<file path="config.mk">
export PLATFORM = sky130hd
export DESIGN_NAME = hs_cvt
export DESIGN_NICKNAME = d
export VERILOG_FILES = /design/src/rtl/hs_pkg.sv /design/src/rtl/hs_lzc.sv /design/src/rtl/hs_masks.sv /design/src/rtl/hs_pack.sv /design/src/rtl/hs_cvt.sv
export SDC_FILE = /design/constraint.sdc
export NUM_CORES = 1
export LEC_CHECK = 0
export CORE_ASPECT_RATIO = 1.1
export CORE_MARGIN = 3
export CORE_UTILIZATION = 56
export CTS_BUF_LIST = sky130_fd_sc_hd__clkbuf_4
export DETAILED_ROUTE_END_ITERATION = 6
export PLACE_DENSITY = 0.93
export SLEW_MARGIN = 20
export SYNTH_ARGS = -nofsm -noshare
export SYNTH_HDL_FRONTEND = slang
export SYNTH_SLANG_ARGS = --single-unit
</file>
<file path="constraint.sdc">
create_clock -name clk_i -period 1.1 [get_ports clk_i]
set_clock_uncertainty 0.05 [all_clocks]
set_input_delay 0.22 -clock clk_i [delete_from_list [all_inputs] [get_ports clk_i]]
set_output_delay 0.22 -clock clk_i [all_outputs]
set_load 0.05 [all_outputs]
</file>
<file path="src/rtl/hs_pkg.sv">
package hs_pkg;
  localparam int H_W       = 16;
  localparam int H_EXP_W   = 5;
  localparam int H_MAN_W   = 10;
  localparam int S_W       = 32;
  localparam int S_EXP_W   = 8;
  localparam int S_MAN_W   = 23;
  localparam int H_BIAS    = (1 << (H_EXP_W - 1)) - 1;
  localparam int S_BIAS    = (1 << (S_EXP_W - 1)) - 1;
  localparam int BIAS_DIFF = S_BIAS - H_BIAS;
  localparam int CLZ_W     = $clog2(S_W + 1);
  localparam int ALIGN_SH  = S_EXP_W - H_EXP_W;
  // adding one at the LSB of the wide-word exponent field carries into bit 31 only for exponent all-ones
  localparam logic [S_W-1:0] INF_INC    = S_W'(1) << (S_W - 1 - H_EXP_W);
  localparam logic [S_W-1:0] S_EXP_MASK = S_W'((1 << S_EXP_W) - 1) << S_MAN_W;
  localparam logic [S_W-1:0] MAG_MASK   = ~(S_W'(1) << (S_W - 1));
endpackage

</file>
<file path="src/rtl/hs_lzc.sv">
module hs_lzc #(
  parameter int W  = 32,
  parameter int CW = $clog2(W + 1)
) (
  input  logic [W-1:0]  vec_i,
  output logic [CW-1:0] cnt_o
);
  always_comb begin
    cnt_o = CW'(W);
    for (int i = 0; i < W; i++) begin
      if (vec_i[i]) cnt_o = CW'(W - 1 - i);
    end
  end
endmodule

</file>
<file path="src/rtl/hs_masks.sv">
module hs_masks
  import hs_pkg::*;
(
  input  logic [S_W-1:0] mag_i,
  output logic [S_W-1:0] infnan_o,
  output logic [S_W-1:0] zero_o
);
  logic [S_W-1:0] sum_w, dec_w, spread_w;

  always_comb begin
    sum_w    = mag_i + INF_INC;
    spread_w = S_W'($signed(sum_w) >>> S_EXP_W);
    infnan_o = spread_w & S_EXP_MASK;
    dec_w    = mag_i - S_W'(1);
    zero_o   = S_W'($signed(dec_w) >>> (S_W - 1));
  end
endmodule

</file>
<file path="src/rtl/hs_pack.sv">
module hs_pack
  import hs_pkg::*;
(
  input  logic [S_W-1:0]   sign_i,
  input  logic [S_W-1:0]   mag_i,
  input  logic [CLZ_W-1:0] shift_i,
  input  logic [S_W-1:0]   infnan_i,
  input  logic [S_W-1:0]   zero_i,
  output logic [S_W-1:0]   res_o
);
  logic [S_W-1:0] norm_w, exp_adj_w, body_w;

  always_comb begin
    norm_w    = (mag_i << shift_i) >> ALIGN_SH;
    exp_adj_w = (S_W'(BIAS_DIFF) - S_W'(shift_i)) << S_MAN_W;
    body_w    = ((norm_w + exp_adj_w) | infnan_i) & ~zero_i;
    res_o     = sign_i | body_w;
  end
endmodule

</file>
<file path="src/rtl/hs_cvt.sv">
module hs_cvt
  import hs_pkg::*;
(
  input  logic           clk_i,
  input  logic           rst_ni,
  input  logic           in_valid_i,
  input  logic [H_W-1:0] half_i,
  output logic           out_valid_o,
  output logic [S_W-1:0] single_o
);
  logic [S_W-1:0]   word_w, sign_w, mag_w;
  logic [CLZ_W-1:0] clz_w, shift_w;
  logic [S_W-1:0]   infnan_w, zero_w, res_w;

  assign word_w = {half_i, {(S_W - H_W){1'b0}}};
  assign sign_w = word_w & ~MAG_MASK;
  assign mag_w  = word_w & MAG_MASK;

  hs_lzc #(.W(S_W), .CW(CLZ_W)) u_lzc (
    .vec_i (mag_w),
    .cnt_o (clz_w)
  );

  // only subnormals push the leading one past the exponent field
  assign shift_w = (clz_w > CLZ_W'(H_EXP_W)) ? clz_w - CLZ_W'(H_EXP_W) : '0;

  hs_masks u_masks (
    .mag_i    (mag_w),
    .infnan_o (infnan_w),
    .zero_o   (zero_w)
  );

  hs_pack u_pack (
    .sign_i   (sign_w),
    .mag_i    (mag_w),
    .shift_i  (shift_w),
    .infnan_i (infnan_w),
    .zero_i   (zero_w),
    .res_o    (res_w)
  );

  always_ff @(posedge clk_i or negedge rst_ni) begin
    if (!rst_ni) begin
      out_valid_o <= 1'b0;
      single_o    <= '0;
    end else begin
      out_valid_o <= in_valid_i;
      if (in_valid_i) single_o <= res_w;
    end
  end

  p_shift_range_r2: assert property (@(posedge clk_i) disable iff (!rst_ni)
    (mag_w != '0) |-> (shift_w <= CLZ_W'(H_MAN_W)));

  p_zero_r3: assert property (@(posedge clk_i) disable iff (!rst_ni)
    (in_valid_i && half_i[H_W-2:0] == '0) |=>
      (single_o[S_W-2:0] == '0 && single_o[S_W-1] == $past(half_i[H_W-1])));

  p_infnan_r4: assert property (@(posedge clk_i) disable iff (!rst_ni)
    (in_valid_i && (&half_i[H_W-2:H_MAN_W])) |=> (&single_o[S_W-2:S_MAN_W]));

  p_valid_rise_r6: assert property (@(posedge clk_i) disable iff (!rst_ni)
    in_valid_i |=> out_valid_o);

  p_valid_fall_r6: assert property (@(posedge clk_i) disable iff (!rst_ni)
    !in_valid_i |=> !out_valid_o);

  p_hold_r7: assert property (@(posedge clk_i) disable iff (!rst_ni)
    !in_valid_i |=> $stable(single_o));
endmodule

</file>
==> results of run 1 <==
==> per-stage QoR <==
stage | instances | TNS, ns | hold slack [ns] | setup WS [ns]
3_5_place_dp | 441 | -57.38 | 0.526 | -4.22
2_1_floorplan | 296 | -40.10 | -0.126 | -2.99
3_3_place_gp | 441 | -51.63 | 0.492 | -3.57
==> logic make-up after synthesis <==
kind of cell	count (synthesis)	share of synthesized area
compound gates	92	0.297
simple gates	78	0.186
mux	15	0.0721
flops	20	0.224
other cells	1	0.00168
xor+xnor	6	0.0235
fa+ha+maj	10	0.0593
buf+inv	62	0.136
==> metrics.yaml, run 1 <==
status:
  outcome: "stopped before the end"
  failing_step: "clock tree synthesis (4_1_cts)"
  toolErrorMsg: "[ERROR DPL-0038] Utilization greater than 100%, impossible to legalize"
placement:
  portBuffers: 38
  place_hpwl_mm: 7.68
  place_congestion: 1.02
  dpl_cell_area_sq_mm: 0.00347
die:
  initial_core_util: 0.598
  rows: 23
  die-height_um: 72.3
  die_width_um: 66.3
  pin_count: 52
clock_network:
  post_cts_buffers: 50
  cts_sinks: 20
  h-tree-depth: 1
  cts_buffer_depth: 2
  cts-root-buf: "clkbuf_4"
  holdBufCountCts: 0
  cts.repair.resized: 130
  cts_made_buffers: 3
yosys:
  synth_top_area_frac: 0.224
  synth_area_leaders: "dfrtp_1 22%, ha_1 5.0%, buf_4 4.7%, inv_1 4.7%, mux2i_1 4.0%"
  ys_seq_area_frac: 0.224
  syn_area_sq_mm: 0.00224
  synthTopCellsByCount: "28 x inv_1, 20 x dfrtp_1, 18 x nand2_1"
  synth-edff-count: 0
  avgSynthCellArea_sq_um: 7.88
  yosys_most_used_dff: "dfrtp_1"
  netlist_instances: 284
  synth_most_common_cell: "inv_1"
  synth_area_leader_cell: "dfrtp_1"
  yosysUniqueCellTypes: 66
  yosys_warnings: 0
  ys_seq_elements: 20
  ys_async_sr_fraction: 1.00
==> run 2: changes to the inputs <==
- CORE_ASPECT_RATIO: 1.1 -> default
- CORE_UTILIZATION: 56 -> 40
- CTS_BUF_LIST: sky130_fd_sc_hd__clkbuf_4 -> default
- PLACE_DENSITY: 0.93 -> default
- PLACE_DENSITY_LB_ADDON: default -> 0.15
==> run 2 against run 1 <==
  * The flow now finishes, with violations (setup timing)
  * Area after synthesis unchanged
  * Synthesized cell count is the same
==> metrics.yaml, run 2 <==
clock_network:
  cts-root-buf: "clkbuf_8"  # was clkbuf_4
  cts_made_buffers: 3  # unchanged
  clk_latency_ns: 0.27
  h-tree-depth: 1  # unchanged
  tritoncts: "done"
  cts_sinks: 20  # unchanged
  path_clk_slew_ns: 0.09
  cts_buffer_depth: 2  # unchanged
die:
  die-height_um: 80.8  # was 72.3 um
  die_area_sq_mm: 0.00653
  die_width_um: 80.8  # was 66.3 um
  initial_core_util: 0.425  # was 0.598
  rows: 26  # was 23
  pin_count: 52  # unchanged
  core_area_sq_mm: 0.00527
timing:
  rsz0062_at_grt: "yes"
  layout_worst_path_cycle_share: 3.72
  max_slew_margin: 0.475
  setup_violations: 34
  worst_slew_pin_slew_ns: 0.778
  fin_ws_ns: -3.00
  fmax_ghz: 0.244
  drv_slew: 0
  hold_viol_final: 0
  final.min_clock_period_ns: 4.10
power:
  vdd_ir_drop_max_mv: 0.835
  p_total_mw: 3.89
  p_leak_nw: 1.95
  power_density_mw_per_mm2: 925
yosys:
  yosysUniqueCellTypes: 66  # unchanged
  netlist_instances: 284  # unchanged
  synth-edff-count: 0  # unchanged
  syn_area_sq_mm: 0.00224  # unchanged
  synthTopCellsByCount: "28 x inv_1, 20 x dfrtp_1, 18 x nand2_1"  # unchanged
  synth_area_leaders: "dfrtp_1 22%, ha_1 5.0%, buf_4 4.7%, inv_1 4.7%, mux2i_1 4.0%"  # unchanged
  ys_async_sr_fraction: 1.00  # unchanged
  synth_most_common_cell: "inv_1"  # unchanged
  avgSynthCellArea_sq_um: 7.88  # unchanged
  synth_area_leader_cell: "dfrtp_1"  # unchanged
  ys_seq_area_frac: 0.224  # unchanged
  yosys_warnings: 0  # unchanged
  ys_seq_elements: 20  # unchanged
  yosys_most_used_dff: "dfrtp_1"  # unchanged
  synth_top_area_frac: 0.224  # unchanged
placement:
  dpl_cell_area_sq_mm: 0.00354  # was 0.00347 sq mm
  place_hpwl_mm: 5.79  # was 7.68 mm
  portBuffers: 38  # unchanged
  dp.cells: 467  # was 441
  place_congestion: 0.957  # was 1.02
  dp_slack_ns: -3.75  # was -4.22 ns
status:
  outcome: "finished, violations left"  # was stopped before the end
  violations: "setup timing"
drt:
  drc: 0
  ant_nets: 0
  drt-initial-drc-count: 200
  wl_mm: 8.69
  wl_per_cell_um: 17.3
  first_pass_iters: 5
  routed_via_density: 5.48
  vias: 2744
critical_path:
  worstReg2RegEnd: "single_o[22]$_DFFE_PN0P_"
  required_ns: 1.19
  crit_path_end_kind: "register"
  reg2reg_from: "single_o[22]$_DFFE_PN0P_"
  critical_path_class: "in -> reg"
  cp.arrival_ns: 4.19
  reg2reg_slack_ns: 0.07
  worstPathMaxFanout: 7
  r2r_cells: 2
  worstSetupStartpointType: "input pin"
cells_and_area:
  layout_commonest_cell: "buf_4"
  final_cell_mix: "101 x buf_4, 24 x inv_1, 23 x buf_6, 23 x buf_12, 20 x dfrtp_1"
  fin_area_sq_mm: 0.00420
  area_delta_synth_final_pct: 87.9
  fin_cells: 501
  top_register: "single_o"
  final_nets: 461
  largest_reg_flops: 19
  fin_util: 0.797
  layout-drive-gt1-share: 0.534
  diodes: 0
  reg_top3: "single_o: 19 flops, out_valid_o: 1 flops"
min_path:
  hold_class: "in -> async"
grt:
  grt_max_degree: 21
  first_global_vias: 2646
  grt_use_total: 0.245
  grt_first_pass_wirelength_mm: 12.5
  antenna_found_initial: 0
  grt-ovfl-total: 0
job:
  cap_violations: 0
[run 2: per-stage QoR]
stage          hold slack [ns]  TNS (ns)
6_report                 0.261    -41.79
2_1_floorplan           -0.126    -40.10
5_1_grt                  0.272    -45.70
3_3_place_gp             0.503    -52.91
4_1_cts                  0.275    -41.75
3_5_place_dp             0.506    -54.28
[run 2: cell type report]
cell class / count / area, sq um
clock buffers: 3 / 41.3
clock inverters: 1 / 30.0
fillers: 341 / 1070
inverters: 29 / 111
multi-input cells: 214 / 1790
flip-flops and latches: 20 / 500
well taps: 70 / 87.6
repair buffers: 164 / 1640
[run 2: kinds of logic after synthesis]
| family | count (synthesis) | synth area share |
|---|---|---|
| AND/OR/NAND/NOR | 78 | 0.186 |
| buffers and inverters | 62 | 0.136 |
| other | 1 | 0.00168 |
| adder cells (fa/ha/maj) | 10 | 0.0593 |
| multiplexers | 15 | 0.0721 |
| AO/OA/AOI/OAI | 92 | 0.297 |
| XOR/XNOR | 6 | 0.0235 |
| flip-flops | 20 | 0.224 |
[run 2: layer usage]
layer,wire length [um],vias to the layer above,global-route usage
li1,-,1310,-
met1,3760,1329,0.336
met2,4260,85,0.421
met3,478,20,0.0299
met4,189,0,0.0422
met5,0,-,0
[run 2: worst max path at each step]
stage	from	to	slack (ns)	cells after the start
global placement	half_i[7]	single_o[28]$_DFFE_PN0P_	-3.63	24
floorplan	half_i[4]	single_o[29]$_DFFE_PN0P_	-2.99	25
CTS	half_i[1]	single_o[29]$_DFFE_PN0P_	-2.94	26
global route	half_i[4]	single_o[29]$_DFFE_PN0P_	-3.28	28
finish	half_i[4]	single_o[28]$_DFFE_PN0P_	-3.00	24
detailed placement	half_i[7]	single_o[27]$_DFFE_PN0P_	-3.75	25
[run 2: power breakdown]
group / switching [mW] / total [mW] / internal, mW
clock: 0.270 / 0.756 / 0.486
sequential: 0.111 / 0.944 / 0.834
combinational: 1.12 / 2.19 / 1.07
total: 1.50 / 3.89 / 2.39
[run 2: repair_timing]
item / in CTS / in global routing
hold buffers: 0 / 0
setup endpoints to repair: 38 / 39
gates cloned: 0 / 1
setup buffers: 33 / 24
gates resized for setup: 71 / 69
pin swaps: 34 / 35
[run 2: critical path, stage by stage]
cell	delay (ns)
buf_6	0.09
nor3b_4	0.13
a211o_1	0.28
o21bai_1	0.19
a21oi_1	0.10
nor2_1	0.11
o21a_1	0.16
inv_1	0.06
ha_2	0.18
or2_4	0.25
a21oi_4	0.17
o21ai_4	0.13
nor2_8	0.20
buf_4	0.14
mux2i_1	0.29
a211oi_1	0.13
a211oi_2	0.23
ha_1	0.28
a21oi_2	0.18
o21bai_1	0.12
a21oi_2	0.20
xnor2_1	0.10
o211ai_1	0.16
o21ai_1	0.08
No activity file was read; power rests on OpenSTA's default activity.
